$ cat src/rtl/premac_slice.sv
`timescale 1ns/1ps
module premac_slice #(
  parameter int A_W      = 30,
  parameter int B_W      = 18,
  parameter int D_W      = 25,
  parameter int P_W      = 48,
  parameter int A_STAGES = 2,
  parameter int B_STAGES = 2,
  parameter bit D_REG    = 1'b1,
  parameter bit AD_REG   = 1'b1,
  parameter bit M_REG    = 1'b1,
  parameter bit C_REG    = 1'b1,
  parameter bit P_REG    = 1'b1,
  parameter int OVF_BIT  = 24
) (
  input  logic           clk,
  input  logic [A_W-1:0] a_in,
  input  logic [B_W-1:0] b_in,
  input  logic [P_W-1:0] c_in,
  input  logic [D_W-1:0] d_in,
  input  logic           ce_a1,
  input  logic           ce_a2,
  input  logic           rst_a,
  input  logic           ce_b1,
  input  logic           ce_b2,
  input  logic           rst_b,
  input  logic           ce_d,
  input  logic           rst_d,
  input  logic           ce_ad,
  input  logic           ce_c,
  input  logic           rst_c,
  input  logic           ce_m,
  input  logic           rst_m,
  input  logic           ce_p,
  input  logic           rst_p,
  input  logic           pre_en,
  input  logic           pre_sub,
  input  logic           acc_sel_c,
  output logic [P_W-1:0] p_out,
  output logic           ovf
);
  localparam int PROD_W = D_W + B_W;
  localparam logic [P_W-1:0] OVF_MASK  = (P_W'(1) << OVF_BIT) - P_W'(1);
  localparam logic [P_W-1:0] OVF_LIMIT = P_W'(1) << OVF_BIT;

  logic started = 1'b0;
  always_ff @(posedge clk) started <= 1'b1;

  logic [A_W-1:0]    a_near;
  logic [B_W-1:0]    b_near;
  logic [D_W-1:0]    d_val;
  logic [D_W-1:0]    ad_comb, ad_val;
  logic [PROD_W-1:0] prod, m_val;
  logic [P_W-1:0]    c_val, prod_ext, p_fb, p_next;
  logic              unused_a_hi;

  generate
    if (A_STAGES == 0) begin : g_a0
      assign a_near = a_in;
    end else if (A_STAGES == 1) begin : g_a1
      logic [A_W-1:0] a_q = '0;
      always_ff @(posedge clk)
        if (rst_a) a_q <= '0;
        else if (ce_a2) a_q <= a_in;
      assign a_near = a_q;
    end else begin : g_a2
      logic [A_W-1:0] a1_q = '0, a2_q = '0;
      always_ff @(posedge clk)
        if (ce_a1) a1_q <= a_in;
      always_ff @(posedge clk)
        if (rst_a) a2_q <= '0;
        else if (ce_a2) a2_q <= a1_q;
      assign a_near = a2_q;
    end

    if (B_STAGES == 0) begin : g_b0
      assign b_near = b_in;
    end else if (B_STAGES == 1) begin : g_b1
      logic [B_W-1:0] b_q = '0;
      always_ff @(posedge clk)
        if (rst_b) b_q <= '0;
        else if (ce_b2) b_q <= b_in;
      assign b_near = b_q;
    end else begin : g_b2
      logic [B_W-1:0] b1_q = '0, b2_q = '0;
      always_ff @(posedge clk)
        if (ce_b1) b1_q <= b_in;
      always_ff @(posedge clk)
        if (rst_b) b2_q <= '0;
        else if (ce_b2) b2_q <= b1_q;
      assign b_near = b2_q;

      assert_b_first_no_reset_R7: assert property (@(posedge clk) disable iff (!started)
        (rst_b && ce_b1) |=> (b1_q == $past(b_in)));
      assert_b_near_reset_R6: assert property (@(posedge clk) disable iff (!started)
        rst_b |=> (b2_q == '0));
    end

    if (D_REG) begin : g_d1
      logic [D_W-1:0] d_q = '0;
      always_ff @(posedge clk)
        if (rst_d) d_q <= '0;
        else if (ce_d) d_q <= d_in;
      assign d_val = d_q;
    end else begin : g_d0
      assign d_val = d_in;
    end
  endgenerate

  assign unused_a_hi = ^a_near[A_W-1:D_W];

  always_comb begin
    if (!pre_en)      ad_comb = a_near[D_W-1:0];
    else if (pre_sub) ad_comb = d_val - a_near[D_W-1:0];
    else              ad_comb = d_val + a_near[D_W-1:0];
  end

  generate
    if (AD_REG) begin : g_ad1
      logic [D_W-1:0] ad_q = '0;
      always_ff @(posedge clk)
        if (ce_ad) ad_q <= ad_comb;
      assign ad_val = ad_q;
    end else begin : g_ad0
      assign ad_val = ad_comb;
    end
  endgenerate

  assign prod = PROD_W'($signed(ad_val) * $signed(b_near));

  generate
    if (M_REG) begin : g_m1
      logic [PROD_W-1:0] m_q = '0;
      always_ff @(posedge clk)
        if (rst_m) m_q <= '0;
        else if (ce_m) m_q <= prod;
      assign m_val = m_q;

      assert_m_reset_R6: assert property (@(posedge clk) disable iff (!started)
        rst_m |=> (m_q == '0));
      assert_m_hold_R5: assert property (@(posedge clk) disable iff (!started)
        (!rst_m && !ce_m) |=> $stable(m_q));
    end else begin : g_m0
      assign m_val = prod;
    end

    if (C_REG) begin : g_c1
      logic [P_W-1:0] c_q = '0;
      always_ff @(posedge clk)
        if (rst_c) c_q <= '0;
        else if (ce_c) c_q <= c_in;
      assign c_val = c_q;
    end else begin : g_c0
      assign c_val = c_in;
    end
  endgenerate

  assign prod_ext = {{(P_W-PROD_W){m_val[PROD_W-1]}}, m_val};
  assign p_next   = prod_ext + (acc_sel_c ? c_val : p_fb);

  generate
    if (P_REG) begin : g_p1
      logic [P_W-1:0] p_q = '0;
      always_ff @(posedge clk)
        if (rst_p) p_q <= '0;
        else if (ce_p) p_q <= p_next;
      assign p_fb  = p_q;
      assign p_out = p_q;

      assert_p_reset_R6: assert property (@(posedge clk) disable iff (!started)
        rst_p |=> (p_out == '0));
      assert_p_hold_R5: assert property (@(posedge clk) disable iff (!started)
        (!rst_p && !ce_p) |=> $stable(p_out));
      assert_p_accumulate_R4: assert property (@(posedge clk) disable iff (!started)
        (ce_p && !rst_p && !acc_sel_c) |=> (p_out == $past(p_out) + $past(prod_ext)));
    end else begin : g_p0
      assign p_fb  = '0;
      assign p_out = p_next;
    end
  endgenerate

  assign ovf = ~&(~p_out | OVF_MASK);

  assert_no_overflow_R8: assert property (@(posedge clk) disable iff (!started)
    ovf == (p_out >= OVF_LIMIT));
endmodule

$ cat config.mk
export PLATFORM = sky130hd
export DESIGN_NAME = premac_slice
export DESIGN_NICKNAME = d
export VERILOG_FILES = /design/src/rtl/premac_slice.sv
export SDC_FILE = /design/constraint.sdc
export NUM_CORES = 2
export LEC_CHECK = 0
export BUFFER_PORTS_ARGS = -buffer_cell sky130_fd_sc_hd__clkbuf_2
export CORE_MARGIN = 2
export CORE_UTILIZATION = 68
export CTS_CLUSTER_SIZE = 25
export DETAILED_ROUTE_END_ITERATION = 10
export PLACE_DENSITY = 0.88
export SETUP_SLACK_MARGIN = 0.3
export SLEW_MARGIN = 0
export SYNTH_ARGS = -nofsm -noshare
export SYNTH_HDL_FRONTEND = slang
export SYNTH_SLANG_ARGS = --single-unit
export TNS_END_PERCENT = 100
$ cat constraint.sdc
create_clock -name clk -period 17.4 [get_ports clk]
set_clock_uncertainty 0.05 [all_clocks]
set_input_delay 1.74 -clock clk [delete_from_list [all_inputs] [get_ports clk]]
set_output_delay 1.74 -clock clk [all_outputs]
set_load 0.05 [all_outputs]
== Yosys cells after proc, flatten, opt, wreduce, memory -nomap -nowiden ==
Cells that the tools add are included.
Widths: inputs -> output; s select.
Storage, ports and cells
  output and inout bits: 49
  flip-flop bits (word level): 275
  word-level logic and storage cells: 19
  bits of input ports: 140
Cells by class
  reductions and logical operators: 2
  multipliers: 1
  bitwise logic cells: 1
  mux-type cells: 3
  add/subtract/negate cells: 3
Operator list (number)
  $mux 25: 2
  $add 48x48->48: 1
  $mux 48: 1
  $not 48->48: 1
  $mul 25x18->43: 1
  $add 25x25->25: 1
  $sub 25x25->25: 1
  $reduce_and 24->1: 1
  $logic_not 1->1: 1

== Longest topological paths before layout ==
  depth in word-level cells: 3
  depth in mapped cells: 26
  gate-level depth less buffers: 24

== Worst setup path before layout ==
OpenSTA, ideal clock, no wires.
  kind: reg2reg
  from: register g_ad1.ad_q[9] (netlist: ad_val[9])
  to: register g_m1.m_q[41]
  arrival time: 6.402 ns
  clock period less this slack: 6.592 ns
  setup time: 0.141 ns
  path buffers: 3
  stages on the path, launching flop included: 25
  required time: 17.209 ns
  setup slack: 10.808 ns
  cells stage by stage: edfxtp_1 -> clkbuf_1 -> clkbuf_1 -> nand2_1 -> fa_1 -> fa_1 -> fa_1 -> fa_1 -> inv_1 -> fa_1 -> inv_1 -> fa_1 -> inv_1 -> ha_1 -> and4_1 -> buf_2 -> o2111ai_1 -> a21oi_1 -> or4_4 -> a221o_1 -> a21oi_4 -> a21oi_2 -> a22oi_2 -> mux2i_1 -> o311ai_1
On the way
  cells in the longest elaborated chain, start to end: 1
Ends and longest elaborated chain
  start: declaration: line 120  | logic [D_W-1:0] ad_q = '0;
  start signal: assignment: line 122  | if (ce_ad) ad_q <= ad_comb;
  $mul 25x18->43: line 129  | assign prod = PROD_W'($signed(ad_val) * $signed(b_near));
  end signal: assignment: line 136  | else if (ce_m) m_q <= prod;
  end: declaration: line 133  | logic [PROD_W-1:0] m_q = '0;
Every way passes these cells.
A chain may end at the register's enable or synchronous reset.

== Final worst setup path ==
  from: register g_b2.b2_q[17] (netlist: b_near[17])
  to: register g_m1.m_q[42]
On the way
  cells in the longest elaborated chain, start to end: 1
Ends and longest elaborated chain
  start: declaration: line 85  | logic [B_W-1:0] b1_q = '0, b2_q = '0;
  start signal: assignment: line 90  | else if (ce_b2) b2_q <= b1_q;
  $mul 25x18->43: line 129
Every way passes these cells.

==> impl_metrics.env <==
export IMPL_outcome="completed"
export IMPL_coreArea_um2=44030
export IMPL_cts_setup_buffers=0
export IMPL_clock_latency_ps=580
export IMPL_drt_iter0_markers=1718
export IMPL_routed_wl_um=71160
export IMPL_cts_sinks=275
export IMPL_r2r_end="g_m1.m_q[42]$_SDFFE_PP0P_"
export IMPL_cts_root_buf="clkbuf_16"
export IMPL_ff2ff_setup_slack_ps=9680
export IMPL_synth_most_common_cell="inv_1"
export IMPL_synth_top_family_by_area="adder cells"
export IMPL_grt_antenna_before_repair=0
export IMPL_gr_total_overflow=0
export IMPL_viasPerCell=5.820
export IMPL_slew_violations=0
export IMPL_ant_nets=0
export IMPL_setup_violations=0
export IMPL_slew_headroom_pct=18.83
export IMPL_endpoint_kind="flop"
export IMPL_grt_start_max_net_pins=60
export IMPL_layout_drive_gt1_share_pct=9.826
export IMPL_synthAdderAreaFrac_pct=36.78
export IMPL_yosys_warnings=0
export IMPL_cts_tree="yes"
export IMPL_ys_seq_area_share_pct=20.48
export IMPL_hold_violations=0
export IMPL_max_freq_ghz=0.1295
export IMPL_rows=77
export IMPL_hold_start="g_m1.m_q[9]$_SDFFE_PP0P_"
export IMPL_die_area_um2=46110
export IMPL_ys_ff_latch=275
export IMPL_finalCritPeriodShare_pct=44.37
export IMPL_whs_endpoint="g_m1.m_q[9]$_SDFFE_PP0P_"
export IMPL_port_buffers=183
export IMPL_synthMuxAreaShare_pct=8.415
export IMPL_synth_edff_count=68
export IMPL_num_antenna_cells=0
export IMPL_die_w_um=214.7
export IMPL_grt_pass1_wl_um=120200
export IMPL_worstHoldPathCells=2
export IMPL_ys_types=78
export IMPL_cts_hold_buffers_added=0
export IMPL_p_total_mw=4.542
export IMPL_leakagePower_nw=15.85
export IMPL_maxCapViolCount=0
export IMPL_syn_nets=4010
export IMPL_synth_top_area_share_pct=29.37
export IMPL_clockBufferDepth=3
export IMPL_critPathMaxFanout=19
export IMPL_detail_route_first_pass_iterations=6
export IMPL_r2r_start="b_near[17]$_SDFFE_PP0P_"
export IMPL_nNetsFinal=4076
export IMPL_synth_compound_area_share_pct=7.549
export IMPL_use_met1_pct=39.05
export IMPL_peakVddDrop_mv=0.1125
export IMPL_gp_congestion=0.9354
export IMPL_worst_setup_path_start_kind="flop"
export IMPL_synth_area_leaders="fa_1 29%, dfxtp_1 14%, ha_1 7.4%"
export IMPL_track_usage_pct=31.75
export IMPL_htree_levels=1
export IMPL_finalSetupTns_ps=0
export IMPL_numCtsBuffers=31
export IMPL_reg2reg_depth=19
export IMPL_synth_cells=3248
export IMPL_die_h_um=214.7
export IMPL_vias=22873
export IMPL_worstPathRequired_ps=17790
export IMPL_syn_area_per_cell_um2=9.298
export IMPL_dpl_hpwl_um=55670
export IMPL_drt_wirelength_per_cell_um=18.11
export IMPL_netlist_area_um2=30200
export IMPL_critPathKind="reg -> reg"
export IMPL_busiest_layer="met2"
export IMPL_drc_errors=0
export IMPL_area_growth_pct=7.064
export IMPL_crit_arrival_ps=8110
export IMPL_synth_common_cells="552 x inv_1, 443 x fa_1, 334 x nand2_1, 270 x nor2_1, 207 x dfxtp_1"
export IMPL_yosysTopAreaCell="fa_1"
export IMPL_ios=189
export IMPL_powerDensity_nw_per_um2=140.5
export IMPL_cts_resized=0
export IMPL_clk_pin_slew_ps=60
export IMPL_period_minus_slack_ps=7721
export IMPL_rsz0062_at_grt="false"
export IMPL_yosys_area_share_simple_pct=14.39
export IMPL_grtUsageMet3_pct=5.110
export IMPL_fillCellCount=2960
export IMPL_synth_ff_type="dfxtp_1"
export IMPL_whs_ps=434.6
export IMPL_worst_pin_slew_ps=1216
export IMPL_hp_class="reg -> reg"
export IMPL_grt_pass1_vias=24752
export IMPL_initial_utilization_pct=68.59
export IMPL_grtUsageMet2_pct=56.70
export IMPL_synthArstFlopShare_pct=0
export IMPL_synth_xor_area_share_pct=3.567
==> worst max path at each step <==
stage	startpoint	endpoint	slack (ps)	cells past startpoint
floorplan	ad_val[9]$_DFFE_PP_	g_m1.m_q[41]$_SDFFE_PP0P_	10810	24
global placement	b_near[17]$_SDFFE_PP0P_	g_m1.m_q[42]$_SDFFE_PP0P_	10100	19
detailed placement	b_near[17]$_SDFFE_PP0P_	g_m1.m_q[42]$_SDFFE_PP0P_	9870	19
CTS	b_near[17]$_SDFFE_PP0P_	g_m1.m_q[42]$_SDFFE_PP0P_	9840	19
global route	b_near[17]$_SDFFE_PP0P_	g_m1.m_q[42]$_SDFFE_PP0P_	9410	19
finish	b_near[17]$_SDFFE_PP0P_	g_m1.m_q[42]$_SDFFE_PP0P_	9680	19
==> cells in the final DEF (no fill, tap or decap), drive strengths merged, types with 5 or more instances in the layout <==
| cell | n |
|---|---|
| clkbuf | 224 |
| mux2i | 183 |
| a31oi | 17 |
| nor3 | 17 |
| a21oi | 98 |
| nor2b | 14 |
| xnor2 | 82 |
| xor2 | 41 |
| or3 | 9 |
| nand2b | 38 |
| clkinv | 13 |
| dfxtp | 207 |
| o21ai | 51 |
| nand2 | 334 |
| and2 | 166 |
| buf | 6 |
| nand3 | 30 |
| nor4 | 13 |
| ha | 179 |
| a21boi | 6 |
| mux2 | 63 |
| o21a | 13 |
| o22ai | 11 |
| edfxtp | 68 |
| nor2 | 270 |
| a21o | 58 |
| a211oi | 23 |
| inv | 554 |
| and3 | 8 |
| o21bai | 14 |
| nand4 | 11 |
| a211o | 5 |
| nor3b | 6 |
| fa | 443 |
| o211ai | 7 |
==> routing by layer <==
metal | part of all wire (%) | up-vias
met2 | 50 | 1023
li1 | - | 10386
met3 | 7.3 | 234
met1 | 39 | 11230
met4 | 3.3 | 0
met5 | 0 | -
==> per-stage QoR <==
stage	util, %	cells	setup slack (ps)	cell area (um2)
2_1_floorplan	-	3248	10810	30200
3_3_place_gp	71.12	3873	10100	31310
3_5_place_dp	71.12	3873	9873	31310
4_1_cts	73.43	3930	9844	32330
5_1_grt	73.43	3930	9413	32330
6_report	73.43	3930	9679	32330
==> critical path, stage by stage, from the launching register on <==
cell	delay [ps]
dfxtp_1	680
clkinv_1	750
nor2_1	400
fa_1	500
fa_1	410
fa_1	550
fa_1	460
fa_1	500
inv_1	50
fa_1	490
inv_1	50
ha_1	390
nand4_1	180
or2_2	330
o41ai_2	580
a41oi_2	240
o21ai_2	260
a31oi_2	180
nor4b_1	410
a2111oi_2	90
==> area by class of cell <==
cell class	count	area, um2	share of cell area, %
multi-input combinational	2264	21350	66.03
sequential	275	6186	19.13
inverter	553	2076	6.420
timing repair buffer	189	960.9	2.972
clock buffer	41	863.3	2.670
tap	592	740.7	2.291
clock inverter	16	155.1	0.4799
==> flip-flops by register name (all words and copies together), names as in the netlist <==
register	flops
c_val	48
p_out	48
g_m1.m_q	43
a_near	25
ad_val	25
d_val	25
g_a2.a1_q	25
b_near	18
g_b2.b1_q	18
==> report_power, final <==
group	leakage, nW	switching (mW)	internal (mW)	total, mW
sequential	2.38	0.146	0.750	0.896
combinational	13.0	1.75	1.25	2.99
clock	0.510	0.272	0.380	0.652
==> kinds of logic after synthesis <==
logic type	Yosys count
AND/OR/NAND/NOR	935
buffers and inverters	709
adder cells (fa/ha/maj)	622
AO/OA/AOI/OAI	338
flip-flops	275
multiplexers	246
XOR/XNOR	123
Power figures use the tool's default switching activity.
